File: src/rtl/twi_pkg.sv
package twi_pkg;

    typedef enum logic [2:0] {
        CMD_BEGIN   = 3'd0,
        CMD_SEND    = 3'd1,
        CMD_RD_ACK  = 3'd2,
        CMD_RD_NACK = 3'd3,
        CMD_END     = 3'd4
    } twi_cmd_e;

    typedef enum logic [1:0] {
        OP_START = 2'd0,
        OP_BIT   = 2'd1,
        OP_STOP  = 2'd2
    } twi_op_e;

    typedef struct packed {
        logic       active;
        twi_op_e    kind;
        logic [1:0] phase;
        logic       scl_lo;
        logic       sda_lo;
        logic       smp;
        logic       done;
    } bit_state_t;

endpackage

File: src/rtl/twi_sync.sv
module twi_sync #(
    parameter int W      = 2,
    parameter int STAGES = 2
) (
    input  logic         clk_i,
    input  logic         rst_ni,
    input  logic [W-1:0] d_i,
    output logic [W-1:0] q_o
);
    logic [STAGES-1:0][W-1:0] stage_q;

    always_ff @(posedge clk_i or negedge rst_ni) begin
        if (!rst_ni) begin
            stage_q <= '1;
        end else begin
            stage_q[0] <= d_i;
            for (int s = 1; s < STAGES; s++) begin
                stage_q[s] <= stage_q[s-1];
            end
        end
    end

    assign q_o = stage_q[STAGES-1];
endmodule

File: src/rtl/twi_quarter_timer.sv
module twi_quarter_timer #(
    parameter int DIV = 125
) (
    input  logic clk_i,
    input  logic rst_ni,
    input  logic run_i,
    input  logic hold_i,
    output logic tick_o
);
    localparam int CW = (DIV > 2) ? $clog2(DIV) : 2;
    localparam logic [CW-1:0] LAST = CW'(DIV - 1);

    logic [CW-1:0] cnt_d, cnt_q;
    logic          at_last;

    assign at_last = (cnt_q == LAST);

    always_comb begin
        cnt_d = cnt_q;
        if (!run_i) begin
            cnt_d = '0;
        end else if (at_last) begin
            cnt_d = hold_i ? cnt_q : '0;
        end else begin
            cnt_d = cnt_q + 1'b1;
        end
    end

    always_ff @(posedge clk_i or negedge rst_ni) begin
        if (!rst_ni) cnt_q <= '0;
        else         cnt_q <= cnt_d;
    end

    assign tick_o = run_i && at_last && !hold_i;
endmodule

File: src/rtl/twi_bit_engine.sv
module twi_bit_engine
    import twi_pkg::*;
#(
    parameter int DIV = 125
) (
    input  logic    clk_i,
    input  logic    rst_ni,
    input  logic    req_i,
    input  twi_op_e kind_i,
    input  logic    val_i,
    input  logic    scl_s_i,
    input  logic    sda_s_i,
    output logic    done_o,
    output logic    smp_o,
    output logic    scl_lo_o,
    output logic    sda_lo_o
);
    bit_state_t st_d, st_q;
    logic       tick;
    logic       hold;

    // Stall the end of the rise phase until the clock line reads high.
    assign hold = st_q.active && (st_q.phase == 2'd1) && !scl_s_i;

    twi_quarter_timer #(.DIV(DIV)) u_timer (
        .clk_i  (clk_i),
        .rst_ni (rst_ni),
        .run_i  (st_q.active),
        .hold_i (hold),
        .tick_o (tick)
    );

    always_comb begin
        st_d      = st_q;
        st_d.done = 1'b0;
        if (!st_q.active) begin
            if (req_i) begin
                st_d.active = 1'b1;
                st_d.kind   = kind_i;
                st_d.phase  = 2'd0;
                case (kind_i)
                    OP_START: st_d.sda_lo = 1'b0;
                    OP_BIT: begin
                        st_d.scl_lo = 1'b1;
                        st_d.sda_lo = ~val_i;
                    end
                    OP_STOP: begin
                        st_d.scl_lo = 1'b1;
                        st_d.sda_lo = 1'b1;
                    end
                    default: st_d.active = 1'b0;
                endcase
            end
        end else if (tick) begin
            case (st_q.phase)
                2'd0: begin
                    st_d.phase  = 2'd1;
                    st_d.scl_lo = 1'b0;
                end
                2'd1: begin
                    st_d.phase = 2'd2;
                    if (st_q.kind == OP_START) st_d.sda_lo = 1'b1;
                    if (st_q.kind == OP_STOP)  st_d.sda_lo = 1'b0;
                end
                2'd2: begin
                    st_d.phase = 2'd3;
                    if (st_q.kind == OP_BIT)   st_d.smp    = sda_s_i;
                    if (st_q.kind != OP_STOP)  st_d.scl_lo = 1'b1;
                end
                default: begin
                    st_d.phase  = 2'd0;
                    st_d.active = 1'b0;
                    st_d.done   = 1'b1;
                end
            endcase
        end
    end

    always_ff @(posedge clk_i or negedge rst_ni) begin
        if (!rst_ni) begin
            st_q        <= '0;
            st_q.kind   <= OP_START;
        end else begin
            st_q <= st_d;
        end
    end

    assign done_o   = st_q.done;
    assign smp_o    = st_q.smp;
    assign scl_lo_o = st_q.scl_lo;
    assign sda_lo_o = st_q.sda_lo;

    p_stretch_wait_r7: assert property (@(posedge clk_i) disable iff (!rst_ni)
        (st_q.active && st_q.phase == 2'd1 && !scl_s_i) |=> (st_q.phase == 2'd1));

    p_sda_hold_r4: assert property (@(posedge clk_i) disable iff (!rst_ni)
        (st_q.active && st_q.kind == OP_BIT && st_q.phase != 2'd3) |=> $stable(st_q.sda_lo));

    p_start_edge_r2: assert property (@(posedge clk_i) disable iff (!rst_ni)
        (st_q.active && st_q.kind == OP_START && $rose(st_q.sda_lo)) |-> !st_q.scl_lo);

    p_stop_release_r3: assert property (@(posedge clk_i) disable iff (!rst_ni)
        (st_q.done && st_q.kind == OP_STOP) |-> (!st_q.scl_lo && !st_q.sda_lo));
endmodule

File: src/rtl/twi_xfer_ctrl.sv
module twi_xfer_ctrl
    import twi_pkg::*;
#(
    parameter int QUARTER_DIV = 125,
    parameter int DATA_W      = 8
) (
    input  logic              clk_i,
    input  logic              rst_ni,
    input  logic              cmd_go_i,
    input  logic [2:0]        cmd_i,
    input  logic [DATA_W-1:0] wdata_i,
    output logic [DATA_W-1:0] rdata_o,
    output logic              busy_o,
    output logic              done_o,
    output logic              ack_o,
    input  logic              scl_i,
    input  logic              sda_i,
    output logic              scl_lo_o,
    output logic              sda_lo_o
);
    localparam int IW = $clog2(DATA_W + 1);
    localparam logic [IW-1:0] ACK_SLOT = IW'(DATA_W);

    typedef struct packed {
        logic              busy;
        twi_cmd_e          cmd;
        logic [IW-1:0]     idx;
        logic [DATA_W-1:0] sh;
        logic [DATA_W-1:0] rdata;
        logic              ack;
        logic              done;
        logic              req;
        twi_op_e           kind;
        logic              val;
    } ctl_state_t;

    ctl_state_t st_d, st_q;

    logic [1:0]        line_s;
    logic              bit_done;
    logic              bit_smp;
    logic              is_read;
    logic              cmd_ok;
    logic [IW-1:0]     idx_n;
    logic [DATA_W-1:0] sh_n;

    twi_sync #(.W(2), .STAGES(2)) u_sync (
        .clk_i  (clk_i),
        .rst_ni (rst_ni),
        .d_i    ({scl_i, sda_i}),
        .q_o    (line_s)
    );

    twi_bit_engine #(.DIV(QUARTER_DIV)) u_bits (
        .clk_i    (clk_i),
        .rst_ni   (rst_ni),
        .req_i    (st_q.req),
        .kind_i   (st_q.kind),
        .val_i    (st_q.val),
        .scl_s_i  (line_s[1]),
        .sda_s_i  (line_s[0]),
        .done_o   (bit_done),
        .smp_o    (bit_smp),
        .scl_lo_o (scl_lo_o),
        .sda_lo_o (sda_lo_o)
    );

    assign is_read = (st_q.cmd == CMD_RD_ACK) || (st_q.cmd == CMD_RD_NACK);
    assign cmd_ok  = (cmd_i <= 3'd4);
    assign idx_n   = st_q.idx + 1'b1;
    assign sh_n    = {st_q.sh[DATA_W-2:0], is_read ? bit_smp : 1'b0};

    always_comb begin
        st_d      = st_q;
        st_d.done = 1'b0;
        st_d.req  = 1'b0;
        if (!st_q.busy) begin
            if (cmd_go_i && cmd_ok) begin
                st_d.busy = 1'b1;
                st_d.cmd  = twi_cmd_e'(cmd_i);
                st_d.idx  = '0;
                st_d.req  = 1'b1;
                st_d.val  = 1'b1;
                case (twi_cmd_e'(cmd_i))
                    CMD_BEGIN: st_d.kind = OP_START;
                    CMD_END:   st_d.kind = OP_STOP;
                    CMD_SEND: begin
                        st_d.kind = OP_BIT;
                        st_d.sh   = wdata_i;
                        st_d.val  = wdata_i[DATA_W-1];
                    end
                    default:   st_d.kind = OP_BIT;
                endcase
            end
        end else if (bit_done) begin
            if (st_q.kind != OP_BIT || st_q.idx == ACK_SLOT) begin
                st_d.busy = 1'b0;
                st_d.done = 1'b1;
                if (st_q.cmd == CMD_SEND) st_d.ack   = ~bit_smp;
                if (is_read)              st_d.rdata = st_q.sh;
            end else begin
                st_d.sh   = sh_n;
                st_d.idx  = idx_n;
                st_d.req  = 1'b1;
                st_d.kind = OP_BIT;
                if (idx_n == ACK_SLOT) begin
                    st_d.val = is_read ? (st_q.cmd == CMD_RD_NACK) : 1'b1;
                end else begin
                    st_d.val = is_read ? 1'b1 : sh_n[DATA_W-1];
                end
            end
        end
    end

    always_ff @(posedge clk_i or negedge rst_ni) begin
        if (!rst_ni) begin
            st_q      <= '0;
            st_q.cmd  <= CMD_BEGIN;
            st_q.kind <= OP_START;
        end else begin
            st_q <= st_d;
        end
    end

    assign rdata_o = st_q.rdata;
    assign busy_o  = st_q.busy;
    assign done_o  = st_q.done;
    assign ack_o   = st_q.ack;

    p_done_pulse_r8: assert property (@(posedge clk_i) disable iff (!rst_ni)
        st_q.done |=> !st_q.done);

    p_done_after_busy_r8: assert property (@(posedge clk_i) disable iff (!rst_ni)
        st_q.done |-> $past(st_q.busy));

    p_ignore_busy_r9: assert property (@(posedge clk_i) disable iff (!rst_ni)
        (st_q.busy && cmd_go_i && !bit_done) |=> ($stable(st_q.cmd) && $stable(st_q.idx) && st_q.busy));

    p_bad_code_r9: assert property (@(posedge clk_i) disable iff (!rst_ni)
        (!st_q.busy && cmd_go_i && cmd_i > 3'd4) |=> !st_q.busy);
endmodule

File: config.mk
export PLATFORM = sky130hd
export DESIGN_NAME = twi_xfer_ctrl
export DESIGN_NICKNAME = d
export VERILOG_FILES = /design/src/rtl/twi_pkg.sv /design/src/rtl/twi_sync.sv /design/src/rtl/twi_quarter_timer.sv /design/src/rtl/twi_bit_engine.sv /design/src/rtl/twi_xfer_ctrl.sv
export SDC_FILE = /design/constraint.sdc
export NUM_CORES = 1
export LEC_CHECK = 0
export BUFFER_PORTS_ARGS = -buffer_cell sky130_fd_sc_hd__buf_4
export CAP_MARGIN = 20
export CORE_MARGIN = 2
export CORE_UTILIZATION = 62
export CTS_CLUSTER_DIAMETER = 200
export CTS_CLUSTER_SIZE = 25
export DETAILED_ROUTE_END_ITERATION = 8
export PLACE_DENSITY = 0.87
export SYNTH_ARGS = -nofsm -noshare
export SYNTH_HDL_FRONTEND = slang
export SYNTH_SLANG_ARGS = --single-unit
File: constraint.sdc
create_clock -name clk_i -period 3 [get_ports clk_i]
set_input_delay 0 -clock clk_i [delete_from_list [all_inputs] [get_ports clk_i]]
set_output_delay 0 -clock clk_i [all_outputs]
set_load 0.02 [all_outputs]
-- Word level (Yosys, flattened, before mapping)
Cells that the tools add are included.
- shift-type cells: 0
- $lt $le $gt $ge: 1
- equal/unequal tests: 24
- multiplexer cells: 43
- multiply operators: 0
- div/mod/pow operators: 0
- reductions and logical operators: 31
- bitwise operators: 4
- add/subtract/negate cells: 2
- operator list (kind ; count):
    7-bit 2-to-1 mux ; 4
    26-bit 2-to-1 mux ; 1
    12-bit 2-to-1 mux ; 2
    1-bit 2-to-1 mux ; 23
    16-bit 2-to-1 mux ; 1
    4-bit 2-to-1 mux ; 4
    8-bit 2-to-1 mux ; 2
    4-bit AND reduction ; 4
    3-bit inequality test (second input constant) ; 4
    10-bit 2-to-1 mux ; 1
    5-bit AND reduction ; 2
    4-bit == test (second input constant) ; 2
    2-bit inequality test (second input constant) ; 4
    2-bit nonzero test ; 4
    7-bit by 1-bit adder with 7-bit output (second input constant) ; 1
    7-bit == test (second input constant) ; 1
    2-bit by 1-bit == test with 1-bit output (second input constant) ; 3
    2-bit == test (second input constant) ; 3
    3-bit by 1-bit == test with 1-bit output (second input constant) ; 2
    3-bit by 2-bit == test with 1-bit output (second input constant) ; 2
    2-bit zero test ; 3
    6-bit 2-to-1 mux ; 1
    2-bit case mux with 3 select lines ; 1
    2-bit AND reduction ; 3
    16 further kinds ; 27
- logic and storage cells: 125
- latch bits: 0
- memories kept: 0
- RAM bits: 0
- bits of input ports: 16
- bits in registers: 50
- ROM bits: 0
- output and inout port bits: 13

-- Longest topological paths before layout
Gate-level depths: netlist (run 1).
- depth in word-level cells: 7
- depth in mapped cells: 7

-- Hierarchy
Synthesis (run 1) repeated with hierarchy kept, for this count alone.
- cells, all modules: 228
- area total of the unflattened synthesis: 2617.5 µm²
- by module, submodules not included (module ; times used ; area each (µm²) ; seq. area each (µm²) ; cells an instance):
    twi_xfer_ctrl ; 1 ; 1507.7 ; 750.7 ; 120
    twi_bit_engine ; 1 ; 574.3 ; 225.2 ; 60
    twi_quarter_timer ; 1 ; 415.4 ; 175.2 ; 42
    twi_sync ; 1 ; 120.1 ; 105.1 ; 6

-- Worst setup path after synthesis (run 1)
No wires, ideal clock.
- path type: flip-flop to flip-flop
- start point: register u_bits.st_q[4] in the netlist's numbering
- end point: register u_bits.st_q (netlist bit u_bits.smp_o)
- setup time: 0.127 ns
- path buffers: 0
- arrival: 1.618 ns
- path slack: 1.255 ns
- stages on the path, launching flop included: 6
- path through: dfrtp_1 ha_1 and2b_2 nor3_2 nand4b_1 mux2_1
- word-level cells in the longest chain between the ends: 6
- RTL lines (item ; line ; RTL):
    start: declaration ; twi_bit_engine.sv:18 ; bit_state_t st_d, st_q;
    start signal: assignment ; twi_bit_engine.sv:84 ; st_q <= st_d;
    2-bit by 1-bit == test with 1-bit output ; twi_bit_engine.sv:23 ; assign hold = st_q.active && (st_q.phase == 2'd1) && !scl_s_i;
    1-bit logical AND (2 in a row) ; twi_bit_engine.sv:23 ;
    1-bit zero test ; twi_quarter_timer.sv:34 ; assign tick_o = run_i && at_last && !hold_i;
    1-bit logical AND ; twi_quarter_timer.sv:34 ;
    4-bit AND reduction (no line) * ; n/a ;
Mark *: on every way between the ends. The rest lies on a longest branch, timed or not.
A chain may end at the register's enable or synchronous reset.

-- Final worst setup path (run 1)
- start point: register u_bits.st_q[5] in the netlist's numbering
- end point: register u_bits.st_q (netlist bit u_bits.smp_o)
Same word-level chain as after synthesis.

==> results.md, run 1 <==
| Step | Parameter | This run |
|---|---|---|
| power and ir drop | Logic gate share of total power | 0.164 |
| synth | Number of distinct library cells after synthesis | 49 |
| power and ir drop | Power per cell area | 537 mW/mm^2 |
| worst setup path | Maximum fanout count along the critical path | 8 |
| synth | Area share of the largest cell type after synthesis | 0.475 |
| worst setup path | Endpoint type of the worst setup path | flop |
| synth | Synthesized Nets | 256 |
| worst setup path | R2R depth | 6 |
| min path | Startpoint of the lowest-slack hold path | wdata_i[7] |
| clock tree | H-Tree Depth | 2 |
| worst setup path | Worst Setup Start Kind | flop |
| route | Number of remaining DRC errors | 0 |
| route | Antenna-violating nets left | 0 |
| clock tree | Maximum count of clock buffers along a single path | 2 |
| route | WL final | 4740 um |
| clock tree | Clock Root Buffer | clkbuf_8 |
| power and ir drop | Internal power | 0.00110 W |
| synth | Synth warnings | 0 |
| global route | Wire length of the first global-routing pass | 7850 um |
| die | Number of top-level design ports | 29 |
| power and ir drop | Portion of total power attributed to the clock network | 0.307 |
| timing | Final hold vios | 0 |
| power and ir drop | Switch share | 0.275 |
| route | Total iterations of the first detailed-routing run | 4 |
| route | Routed vias | 1785 |
| power and ir drop | Sequential share of power | 0.529 |
| synth | EDFF count, synth | 0 |
| clock tree | Insertion delay to the later sink of the worst-skew pair | 0.31 ns |
| placed design | GPL Wtd Cong | 0.834 |
| clock tree | PostCTS Resize Cnt | 0 |
| worst setup path | Reg2Reg Setup Slack | 1.05 ns |
| worst setup path | Data required time at the worst endpoint | 3.18 ns |
| power and ir drop | Net switching power figure | 0.000416 W |
| status | Outcome | complete, no violations |
| timing | Sum of negative setup slack | 0 ns |
| global route | Via count of the first global-routing pass | 1787 |
| die | Width of the die | 66.5 um |
| synth | Most used flip-flop cell after synthesis | dfrtp_1 |
| synth | Post-synthesis instance total | 228 |
| global route | Total global routing overflow | 0 |
| timing | Setup-failing EPs final | 0 |
| synth | Fraction of registers with async set/reset | 1.00 |
| min path | Hold Path Class | input port to flop |
| synth | Post-synth top cells | 46 x dfrtp_1, 20 x nand2_1, 15 x nor2_1 |
| synth | Area contributors post-synth | dfrtp_1 47%, ha_1 6.2%, dfstp_2 4.3%, mux2_2 3.7%, nand2_1 3.1% |
| min path | Hold EP | st_q[21] |
| layout | Proportion of layout cells with a drive suffix above 1 | 0.207 |
| flow run | Maximum capacitance violations | 0 |
| die | Vertical die dimension | 66.5 um |
| route | Violation count after the first detailed-routing iteration | 165 |
| die | Row cnt | 22 |
| route | Average detailed-routed wire length per instance | 15.3 um |
| layout | Fin util | 0.759 |
| global route | Pin count of the biggest net entering global routing | 51 |
| layout | Area growth syn-to-layout | 16.3% |
| synth | Share of the yosys chip area belonging to registers | 0.518 |
| global route | Tot GR Track Use | 0.241 |
| power and ir drop | LEAKAGE | 1.36 nW |
| worst setup path | Arrival time reported for the critical path endpoint | 2.13 ns |
| synth | Most used standard cell by instance count after synthesis | dfrtp_1 |
| clock tree | Number of clock sinks | 50 |
| min path | Worst Hold Depth | 3 |
| timing | Number of max-slew violations in the final report | 0 |
| layout | Number of diodes | 0 |
| layout | Final Non-Filler Cells | 309 |
| clock tree | Number of buffers inserted during clock tree synthesis | 5 |
| worst setup path | R2R Path End | u_bits.smp_o |
| placed design | Number of buffers added on ports | 28 |
| worst setup path | Class of the most critical setup path | flop to flop |
| timing | Transition time at the pin with the least slew margin | 0.596 ns |
| die | Total Die Area | 0.00443 sq mm |
| timing | Post-layout min period | 1.95 ns |
| synth | Post-synthesis cell type with the largest combined area | dfrtp_1 |
| synth | Avg Cell Area, Syn | 10.6 sq um |
| power and ir drop | Worst IR Drop VDD | 0.407 mV |
| synth | Synthesis-stage register bit count | 50 |
| timing | Maximum clock frequency | 0.513 GHz |
| placed design | Number of cells in the design after placement | 291 |
| clock tree | Post-CTS clock slew at the launch and capture registers of the worst setup and hold paths | 0.09 ns |
| clock tree | Clock tree from TritonCTS | done |
| route | Vias per std cell | 5.78 |
| worst setup path | Startpoint of the worst register-to-register path | u_bits.st_q[5] |
| synth | Netlist area before placement | 0.00242 sq mm |
| global route | Initial antenna violation count | 0 |
| timing | Max transition margin | 0.603 |
| timing | Tcrit/Tclk final | 0.649 |
| die | Area inside the core boundary | 0.00372 sq mm |
| timing | Clock skew | 0.0114 ns |
| layout | Net total in the final layout | 288 |
| placed design | Half-perimeter wire length after placement | 3300 um |
| die | Initial core utilization | 0.653 |
| timing | Worst hold slack after final layout | 0.00284 ns |
| timing | RSZ-0062 raised after global routing | false |
## cells in the final DEF, fill, tap and decap left out, drive strengths merged, types with 2 or more instances in the layout
cell,count
nand2,20
dfstp,4
xor2,3
ha,12
nor3b,2
clkinv,2
mux2,9
nor3,2
nor2b,4
nand3,11
nand4,2
and2,3
a21oi,13
inv,14
mux2i,4
clkbuf,5
a21o,3
dlygate4sd3,10
xnor2,3
nor2,15
a22oi,7
and3,2
nand3b,2
o21ai,15
buf,28
o211ai,2
a311oi,2
dfrtp,46
## worst max path at each step
stage / from / to / slack [ns] / depth (start not counted)
floorplan: u_bits.st_q[4] / u_bits.smp_o / 1.25 / 5
global placement: u_bits.st_q[4] / u_bits.smp_o / 1.16 / 5
detailed placement: u_bits.st_q[5] / u_bits.smp_o / 1.10 / 6
CTS: u_bits.st_q[5] / u_bits.smp_o / 1.06 / 6
global route: u_bits.st_q[5] / u_bits.smp_o / 0.96 / 6
finish: u_bits.st_q[5] / u_bits.smp_o / 1.05 / 6
## power groups by stage
| stage | Clock [W] | Combinational, W | Sequential (W) |
|---|---|---|---|
| after detailed placement | 0 | 0.000238 | 0.000812 |
| final | 0.000465 | 0.000248 | 0.000800 |
| after CTS | 0.000470 | 0.000249 | 0.000799 |
| after floorplan | 0 | 0.000143 | 0.000810 |
| after global placement | 0 | 0.000229 | 0.000811 |
| after global routing | 0.000498 | 0.000278 | 0.000810 |
## cell type report
cell class	instances	area, sq um
multi-input cells	151	1030
clock buffers	5	68.8
well taps	48	60.1
flip-flops and latches	50	1260
inverters	14	52.6
fillers	263	896
clock inverters	3	40.0
repair buffers	38	310
## through the flow
step	setup WS, ns	area, sq um	total power, W
detailed placement	1.10	2610	0.00105
global route	0.958	2820	0.00159
floorplan	1.25	2420	0.000953
global placement	1.16	2610	0.00104
finish	1.05	2820	0.00151
CTS	1.06	2820	0.00152
## worst max-delay path: stages (launching register included)
cell and delay, ns:
dfrtp_1 0.41, inv_1 0.09, ha_1 0.22, and2b_2 0.23
nor3_2 0.40, nand4b_1 0.16, mux2_1 0.33
## flip-flops by register name, summed over array words and instances (netlist names)
signal                cells
u_sync.q_o                2
sh_n                      7
u_bits.scl_lo_o           1
u_bits.sda_lo_o           1
u_bits.st_q               5
st_q                     12
u_sync.stage_q            2
u_bits.u_timer.cnt_q      7
u_bits.done_o             1
rdata_o                   8
ack_o                     1
done_o                    1
busy_o                    1
u_bits.smp_o              1
## kinds of logic after synthesis
logic type,Yosys count,share of synthesized area
buf+inv,27,0.0562
mux,13,0.0583
xor+xnor,6,0.0217
simple gates,69,0.147
fa+ha+maj,12,0.0619
compound gates,51,0.137
flops,50,0.518
## metal layers
metal / vias to the layer above / track usage / wire, um / share of wire
met5: - / 0 / 0 / 0
met4: 0 / 0.112 / 71 / 0.015
met3: 5 / 0.0439 / 222 / 0.047
met2: 49 / 0.393 / 2380 / 0.50
met1: 874 / 0.312 / 2060 / 0.44
li1: 857 / - / - / -
## timing repair
item | CTS | global route
endpoints found under the hold margin | 56 | 0
hold buffers | 10 | 0
setup endpoints to repair | 0 | 0
setup buffers | 0 | 0
(Power assumes the default switching activity.)
==> inputs of run 2 (changes only) <==
CORE_UTILIZATION = 57   (was 62)
PLACE_DENSITY = 0.81   (was 0.87)
clock period = 1.9 ns   (was 3 ns; I/O delays follow)
==> run 2 against run 1 <==
  * Die area rose by 8.2%
  * Wire length rose by 0.27%
  * Flip-flop and latch count unchanged
  * First-iteration DRC count shrank 19%
  * Largest power group unchanged
  * Non-clock buffer count grew 6
  * Count of clock-buffer cells in the layout unchanged
  * Core utilization down 6.0 points
  * Sequential power increased by 59%
==> results.md, run 2 (synthesis results as in run 1) <==
| Step | Parameter | This run | Delta |
|---|---|---|---|
| worst setup path | Startpoint of the worst register-to-register path | u_bits.u_timer.cnt_q[0] | was u_bits.st_q[5] |
| global route | Met3 demand-to-capacity share in global routing | 0.0494 | was 0.0439 |
| clock tree | H-Tree Depth | 2 | unchanged |
| clock tree | Clock Root Buffer | clkbuf_8 | unchanged |
| timing | Clock skew | 0.0121 ns | was 0.0114 ns |
| clock tree | Number of buffers inserted during clock tree synthesis | 5 | unchanged |
| timing | RSZ-0062 raised after global routing | false | unchanged |
| global route | Wire length of the first global-routing pass | 8220 um | was 7850 um |
| timing | Tcrit/Tclk final | 0.924 | was 0.649 |
| clock tree | Number of clock sinks | 50 | unchanged |
| timing | Setup-failing EPs final | 0 | unchanged |
| timing | Maximum clock frequency | 0.570 GHz | was 0.513 GHz |
| global route | Tot GR Track Use | 0.214 | was 0.241 |
| worst setup path | Worst Setup Start Kind | flop | unchanged |
| global route | Initial antenna violation count | 0 | unchanged |
| layout | Register name with the most flops | st_q | unchanged |
| layout | Number of flip-flops in the largest register | 12 | unchanged |
| layout | Net total in the final layout | 294 | was 288 |
| placed design | GPL Wtd Cong | 0.875 | was 0.834 |
| route | Average detailed-routed wire length per instance | 15.0 um | was 15.3 um |
| die | Initial core utilization | 0.598 | was 0.653 |
| layout | Most common library cell in the layout ignoring fill and taps | dfrtp_1 | unchanged |
| die | Total Die Area | 0.00479 sq mm | was 0.00443 sq mm |
| global route | Via count of the first global-routing pass | 1834 | was 1787 |
| global route | Fraction of met1 tracks used by global routing | 0.291 | was 0.312 |
| die | Area inside the core boundary | 0.00406 sq mm | was 0.00372 sq mm |
| timing | Sum of negative setup slack | 0 ns | unchanged |
| power and ir drop | Worst IR Drop VDD | 0.520 mV | was 0.407 mV |
| layout | Most frequent cells in the layout | 46 x dfrtp_1, 35 x buf_4, 20 x nand2_1 | was 46 x dfrtp_1, 28 x buf_4, 20 x nand2_1 |
| global route | Pin count of the biggest net entering global routing | 51 | unchanged |
| layout | Proportion of layout cells with a drive suffix above 1 | 0.226 | was 0.207 |
| layout | Fillcell total | 301 | was 263 |
| clock tree | Clock tree from TritonCTS | done | unchanged |
| min path | Hold Path Class | input port to flop | unchanged |
| route | WL final | 4760 um | was 4740 um |
| layout | Number of diodes | 0 | unchanged |
| timing | Max transition margin | 0.588 | was 0.603 |
| timing | Number of max-slew violations in the final report | 0 | unchanged |
| worst setup path | Data required time at the worst endpoint | 2.10 ns | was 3.18 ns |
| min path | Startpoint of the lowest-slack hold path | wdata_i[4] | was wdata_i[7] |
| layout | Area growth syn-to-layout | 16.9% | was 16.3% |
| global route | Layer carrying the most global-route usage | met2 | unchanged |
| power and ir drop | LEAKAGE | 1.38 nW | was 1.36 nW |
| placed design | Number of buffers added on ports | 28 | unchanged |
| placed design | Pre-CTS WS | 0.166 ns | was 1.10 ns |
| die | Number of top-level design ports | 29 | unchanged |
| route | Antenna-violating nets left | 0 | unchanged |
| die | Row cnt | 23 | was 22 |
| worst setup path | Arrival time reported for the critical path endpoint | 1.95 ns | was 2.13 ns |
| status | Outcome | complete, no violations | unchanged |
| worst setup path | Endpoint type of the worst setup path | flop | unchanged |
| route | Vias per std cell | 5.66 | was 5.78 |
| timing | Final worst slack | 0.144 ns | was 1.05 ns |
| timing | Final hold vios | 0 | unchanged |
| placed design | Half-perimeter wire length after placement | 3330 um | was 3300 um |
| route | Total iterations of the first detailed-routing run | 5 | was 4 |
| timing | Post-layout min period | 1.76 ns | was 1.95 ns |
| die | Vertical die dimension | 69.2 um | was 66.5 um |
| worst setup path | Maximum fanout count along the critical path | 7 | was 8 |
| clock tree | Insertion delay to the later sink of the worst-skew pair | 0.31 ns | about the same |
| worst setup path | Critical Path Source | u_bits.u_timer.cnt_q[0] | was u_bits.st_q[5] |
| power and ir drop | Power per cell area | 793 mW/mm^2 | was 537 mW/mm^2 |
| route | Violation count after the first detailed-routing iteration | 134 | was 165 |
| timing | Transition time at the pin with the least slew margin | 0.619 ns | was 0.596 ns |
| worst setup path | Class of the most critical setup path | flop to flop | unchanged |
| clock tree | Post-CTS clock slew at the launch and capture registers of the worst setup and hold paths | 0.09 ns | about the same |
| global route | Total global routing overflow | 0 | unchanged |
| route | Number of remaining DRC errors | 0 | unchanged |
| route | Routed vias | 1788 | was 1785 |
| flow run | Maximum capacitance violations | 0 | unchanged |
| die | Width of the die | 69.2 um | was 66.5 um |
| worst setup path | Reg2Reg Setup Slack | 0.14 ns | was 1.05 ns |
| clock tree | Maximum count of clock buffers along a single path | 2 | unchanged |
| global route | Grt met2 use | 0.339 | was 0.393 |
-- run 2: path summary, 6_finish.rpt --
check                      cells after the start                       to
setup / recovery                               6  u_bits.u_timer.cnt_q[1]
hold / removal                                 3                  sh_n[5]
setup reg to reg                               6  u_bits.u_timer.cnt_q[1]
hold reg to reg                                0            u_sync.q_o[1]
max in group asynchronous                      2           u_bits.st_q[6]
min in group asynchronous                      2          u_bits.scl_lo_o
-- run 2: critical path, stage by stage (launching register included) --
cell	delay, ns
dfrtp_1	0.41
inv_1	0.10
ha_1	0.22
nand3_1	0.11
or4b_1	0.61
nand3_1	0.13
o21ai_1	0.06
-- run 2: metal layers --
| metal | share of wire | up-vias |
|---|---|---|
| met5 | 0 | - |
| met4 | 0.015 | 0 |
| met3 | 0.045 | 10 |
| met2 | 0.49 | 48 |
| met1 | 0.45 | 866 |
| li1 | - | 864 |
-- run 2: what timing repair did --
| action | 4_1_cts | 5_1_grt |
|---|---|---|
| resized for setup | 0 | 0 |
| hold endpoints to repair | 55 | 0 |
| hold buffers | 9 | 0 |
| setup buffers | 0 | 0 |
-- run 2: cell type report --
type | count | area (sq um) | share of cell area
sequential | 50 | 1260 | 0.443
multi-input combinational | 151 | 1030 | 0.364
timing repair buffer | 44 | 353 | 0.124
clock buffer | 5 | 68.8 | 0.0243
tap | 50 | 62.6 | 0.0221
inverter | 14 | 52.6 | 0.0185
clock inverter | 2 | 10.0 | 0.00353
-- run 2: metrics by stage --
| stage | cells | utilization | total power (W) | hold slack (ns) | instance area (sq um) |
|---|---|---|---|---|---|
| final | 316 | 0.699 | 0.00225 | 0.00166 | 2840 |
| after global routing | 316 | 0.699 | 0.00237 | 0.0162 | 2840 |
| after CTS | 316 | 0.699 | 0.00226 | 0.000658 | 2840 |
| after detailed placement | 300 | 0.657 | 0.00166 | 0.0619 | 2670 |
| after global placement | 300 | 0.657 | 0.00164 | 0.0566 | 2670 |
| after floorplan | 228 | - | 0.00150 | -0.296 | 2420 |
-- run 2: report_power, final --
part	leakage, nW	switching [W]	internal [W]
logic	0.684	0.000211	0.000180
registers	0.649	0.0000971	0.00117
clock network	0.0438	0.000343	0.000248
total	1.38	0.000651	0.00160
==> inputs of run 3 (changes only) <==
CORE_UTILIZATION = 25   (was 57)
PLACE_DENSITY = 0.44   (was 0.81)
==> run 3 against run 2 <==
  * Core utilization fell by 37 points
  * Sequential power barely moved
  * Sequential share of layout area fell by 2.8 points
  * Clock skew fell by 0.0046 ns
  * Total power rose by 15%
  * Global-route usage fell by 11 points
  * Largest power group unchanged
==> results.md, run 3 (synthesis results as in run 1) <==
| Step | Parameter | This run | Delta |
|---|---|---|---|
| die | Number of top-level design ports | 29 | unchanged |
| layout | Net total in the final layout | 297 | was 294 |
| power and ir drop | Net switching power figure | 0.000668 W | was 0.000651 W |
| timing | Clock skew | 0.00755 ns | was 0.0121 ns |
| timing | Transition time at the pin with the least slew margin | 0.634 ns | was 0.619 ns |
| power and ir drop | Portion of total power attributed to the clock network | 0.358 | was 0.263 |
| power and ir drop | Sequential share of power | 0.486 | was 0.563 |
| worst setup path | Arrival time reported for the critical path endpoint | 1.94 ns | was 1.95 ns |
| timing | Tcrit/Tclk final | 0.923 | was 0.924 |
| power and ir drop | Worst IR Drop VDD | 0.329 mV | was 0.520 mV |
| layout | Most frequent cells in the layout | 45 x dfrtp_1, 36 x buf_4, 20 x nand2_1 | was 46 x dfrtp_1, 35 x buf_4, 20 x nand2_1 |
| layout | Most common library cell in the layout ignoring fill and taps | dfrtp_1 | unchanged |
| clock tree | Clock Root Buffer | clkbuf_8 | unchanged |
| die | Total Die Area | 0.0105 sq mm | was 0.00479 sq mm |
| global route | Total global routing overflow | 0 | unchanged |
| timing | Setup-failing EPs final | 0 | unchanged |
| timing | Maximum clock frequency | 0.570 GHz | about the same |
| timing | Worst hold slack after final layout | 0.0141 ns | was 0.00166 ns |
| worst setup path | Data required time at the worst endpoint | 2.09 ns | was 2.10 ns |
| timing | Post-layout min period | 1.75 ns | was 1.76 ns |
| timing | Sum of negative setup slack | 0 ns | unchanged |
| timing | Final worst slack | 0.145 ns | was 0.144 ns |
| placed design | Half-perimeter wire length after placement | 3600 um | was 3330 um |
| layout | Register name with the most flops | st_q | unchanged |
| clock tree | Post-CTS clock slew at the launch and capture registers of the worst setup and hold paths | 0.10 ns | was 0.09 ns |
| route | Total iterations of the first detailed-routing run | 4 | was 5 |
| worst setup path | Worst Setup Start Kind | flop | unchanged |
| timing | Final hold vios | 0 | unchanged |
| layout | Number of diodes | 0 | unchanged |
| clock tree | Insertion delay to the later sink of the worst-skew pair | 0.30 ns | was 0.31 ns |
| status | Outcome | complete, no violations | unchanged |
| worst setup path | Maximum fanout count along the critical path | 6 | was 7 |
| clock tree | Number of buffers inserted during clock tree synthesis | 5 | unchanged |
| worst setup path | Class of the most critical setup path | flop to flop | unchanged |
| placed design | GPL Wtd Cong | 0.814 | was 0.875 |
| power and ir drop | Internal power | 0.00192 W | was 0.00160 W |
| placed design | Number of buffers added on ports | 28 | unchanged |
| power and ir drop | Switch share | 0.258 | was 0.290 |
| global route | Initial antenna violation count | 0 | unchanged |
| clock tree | Maximum count of clock buffers along a single path | 2 | unchanged |
| global route | Wire length of the first global-routing pass | 8350 um | was 8220 um |
| timing | Number of max-slew violations in the final report | 0 | unchanged |
| global route | Pin count of the biggest net entering global routing | 51 | unchanged |
| die | Initial core utilization | 0.260 | was 0.598 |
| layout | Fin util | 0.325 | was 0.699 |
| route | Antenna-violating nets left | 0 | unchanged |
| route | Number of remaining DRC errors | 0 | unchanged |
| layout | Final design area excluding fillers | 0.00303 sq mm | was 0.00284 sq mm |
| die | Vertical die dimension | 102 um | was 69.2 um |
| worst setup path | Endpoint type of the worst setup path | flop | unchanged |
| placed design | Area post-placement | 0.00277 sq mm | was 0.00267 sq mm |
| route | WL final | 5010 um | was 4760 um |
| timing | Max transition margin | 0.577 | was 0.588 |
| clock tree | H-Tree Depth | 2 | unchanged |
| flow run | Maximum capacitance violations | 0 | unchanged |
| route | Violation count after the first detailed-routing iteration | 76 | was 134 |
| layout | Area growth syn-to-layout | 24.9% | was 16.9% |
| clock tree | Number of clock sinks | 50 | unchanged |
| layout | Proportion of layout cells with a drive suffix above 1 | 0.237 | was 0.226 |
| timing | RSZ-0062 raised after global routing | false | unchanged |
| placed design | Pre-CTS WS | 0.155 ns | was 0.166 ns |
| global route | Via count of the first global-routing pass | 1756 | was 1834 |
| die | Width of the die | 102 um | was 69.2 um |
| route | Average detailed-routed wire length per instance | 12.6 um | was 15.0 um |
| clock tree | Clock tree from TritonCTS | done | unchanged |
| die | Row cnt | 35 | was 23 |
| route | Vias per std cell | 4.39 | was 5.66 |
| power and ir drop | Logic gate share of total power | 0.156 | was 0.174 |
| route | Routed vias | 1751 | was 1788 |
| min path | Hold Path Class | input port to flop | unchanged |
| power and ir drop | Power per cell area | 854 mW/mm^2 | was 793 mW/mm^2 |
| power and ir drop | LEAKAGE | 1.42 nW | was 1.38 nW |
| layout | Number of flip-flops in the largest register | 12 | unchanged |
| die | Area inside the core boundary | 0.00933 sq mm | was 0.00406 sq mm |
| global route | Tot GR Track Use | 0.101 | was 0.214 |
[run 3: timing repair]
action	CTS	global route
hold endpoints to repair	57	0
endpoints found under the setup margin	0	4
gates resized for setup	0	2
buffers inserted	0	0
hold buffers	11	0
[run 3: critical path, cell delays in order, from the launching register on]
cell,delay (ns)
dfrtp_2,0.45
ha_1,0.26
and2b_2,0.24
nor3_2,0.22
nand4b_1,0.15
mux2_1,0.33
[run 3: path summary, 6_finish.rpt]
check,from,endpoint,slack (ns),cells past startpoint
hold reg to reg,u_sync.stage_q[1],u_sync.q_o[1],0.36,0
setup / recovery,u_bits.st_q[4],u_bits.smp_o,0.15,5
max in group asynchronous,rst_ni,u_bits.st_q[4],1.20,2
hold / removal,wdata_i[4],sh_n[5],0.01,3
min in group asynchronous,rst_ni,u_bits.sda_lo_o,0.26,2
setup reg to reg,u_bits.st_q[4],u_bits.smp_o,0.15,5
[run 3: routing by layer]
layer	global-route usage	vias up	routed length, um
li1	-	877	-
met1	0.140	839	2520
met2	0.151	24	2240
met3	0.0212	11	137
met4	0.0462	0	121
met5	0	-	0
[run 3: power by group through the flow]
| stage | clock network (W) | registers, W | logic [W] |
|---|---|---|---|
| after floorplan | 0 | 0.00128 | 0.000226 |
| after global placement | 0 | 0.00127 | 0.000393 |
| after detailed placement | 0 | 0.00128 | 0.000391 |
| after CTS | 0.000964 | 0.00126 | 0.000409 |
| after global routing | 0.00101 | 0.00127 | 0.000464 |
| final | 0.000926 | 0.00126 | 0.000404 |
[run 3: area by class of cell]
type / count / area [sq um]
tap: 129 / 161
sequential: 50 / 1260
clock buffer: 6 / 82.6
timing repair buffer: 47 / 380
inverter: 14 / 52.6
fill: 963 / 6300
clock inverter: 2 / 60.1
multi-input combinational: 151 / 1030
[run 3: through the flow]
step                cells  total power, W
floorplan             228         0.00150
global placement      380         0.00167
detailed placement    380         0.00167
CTS                   399         0.00263
global route          399         0.00275
finish                399         0.00259
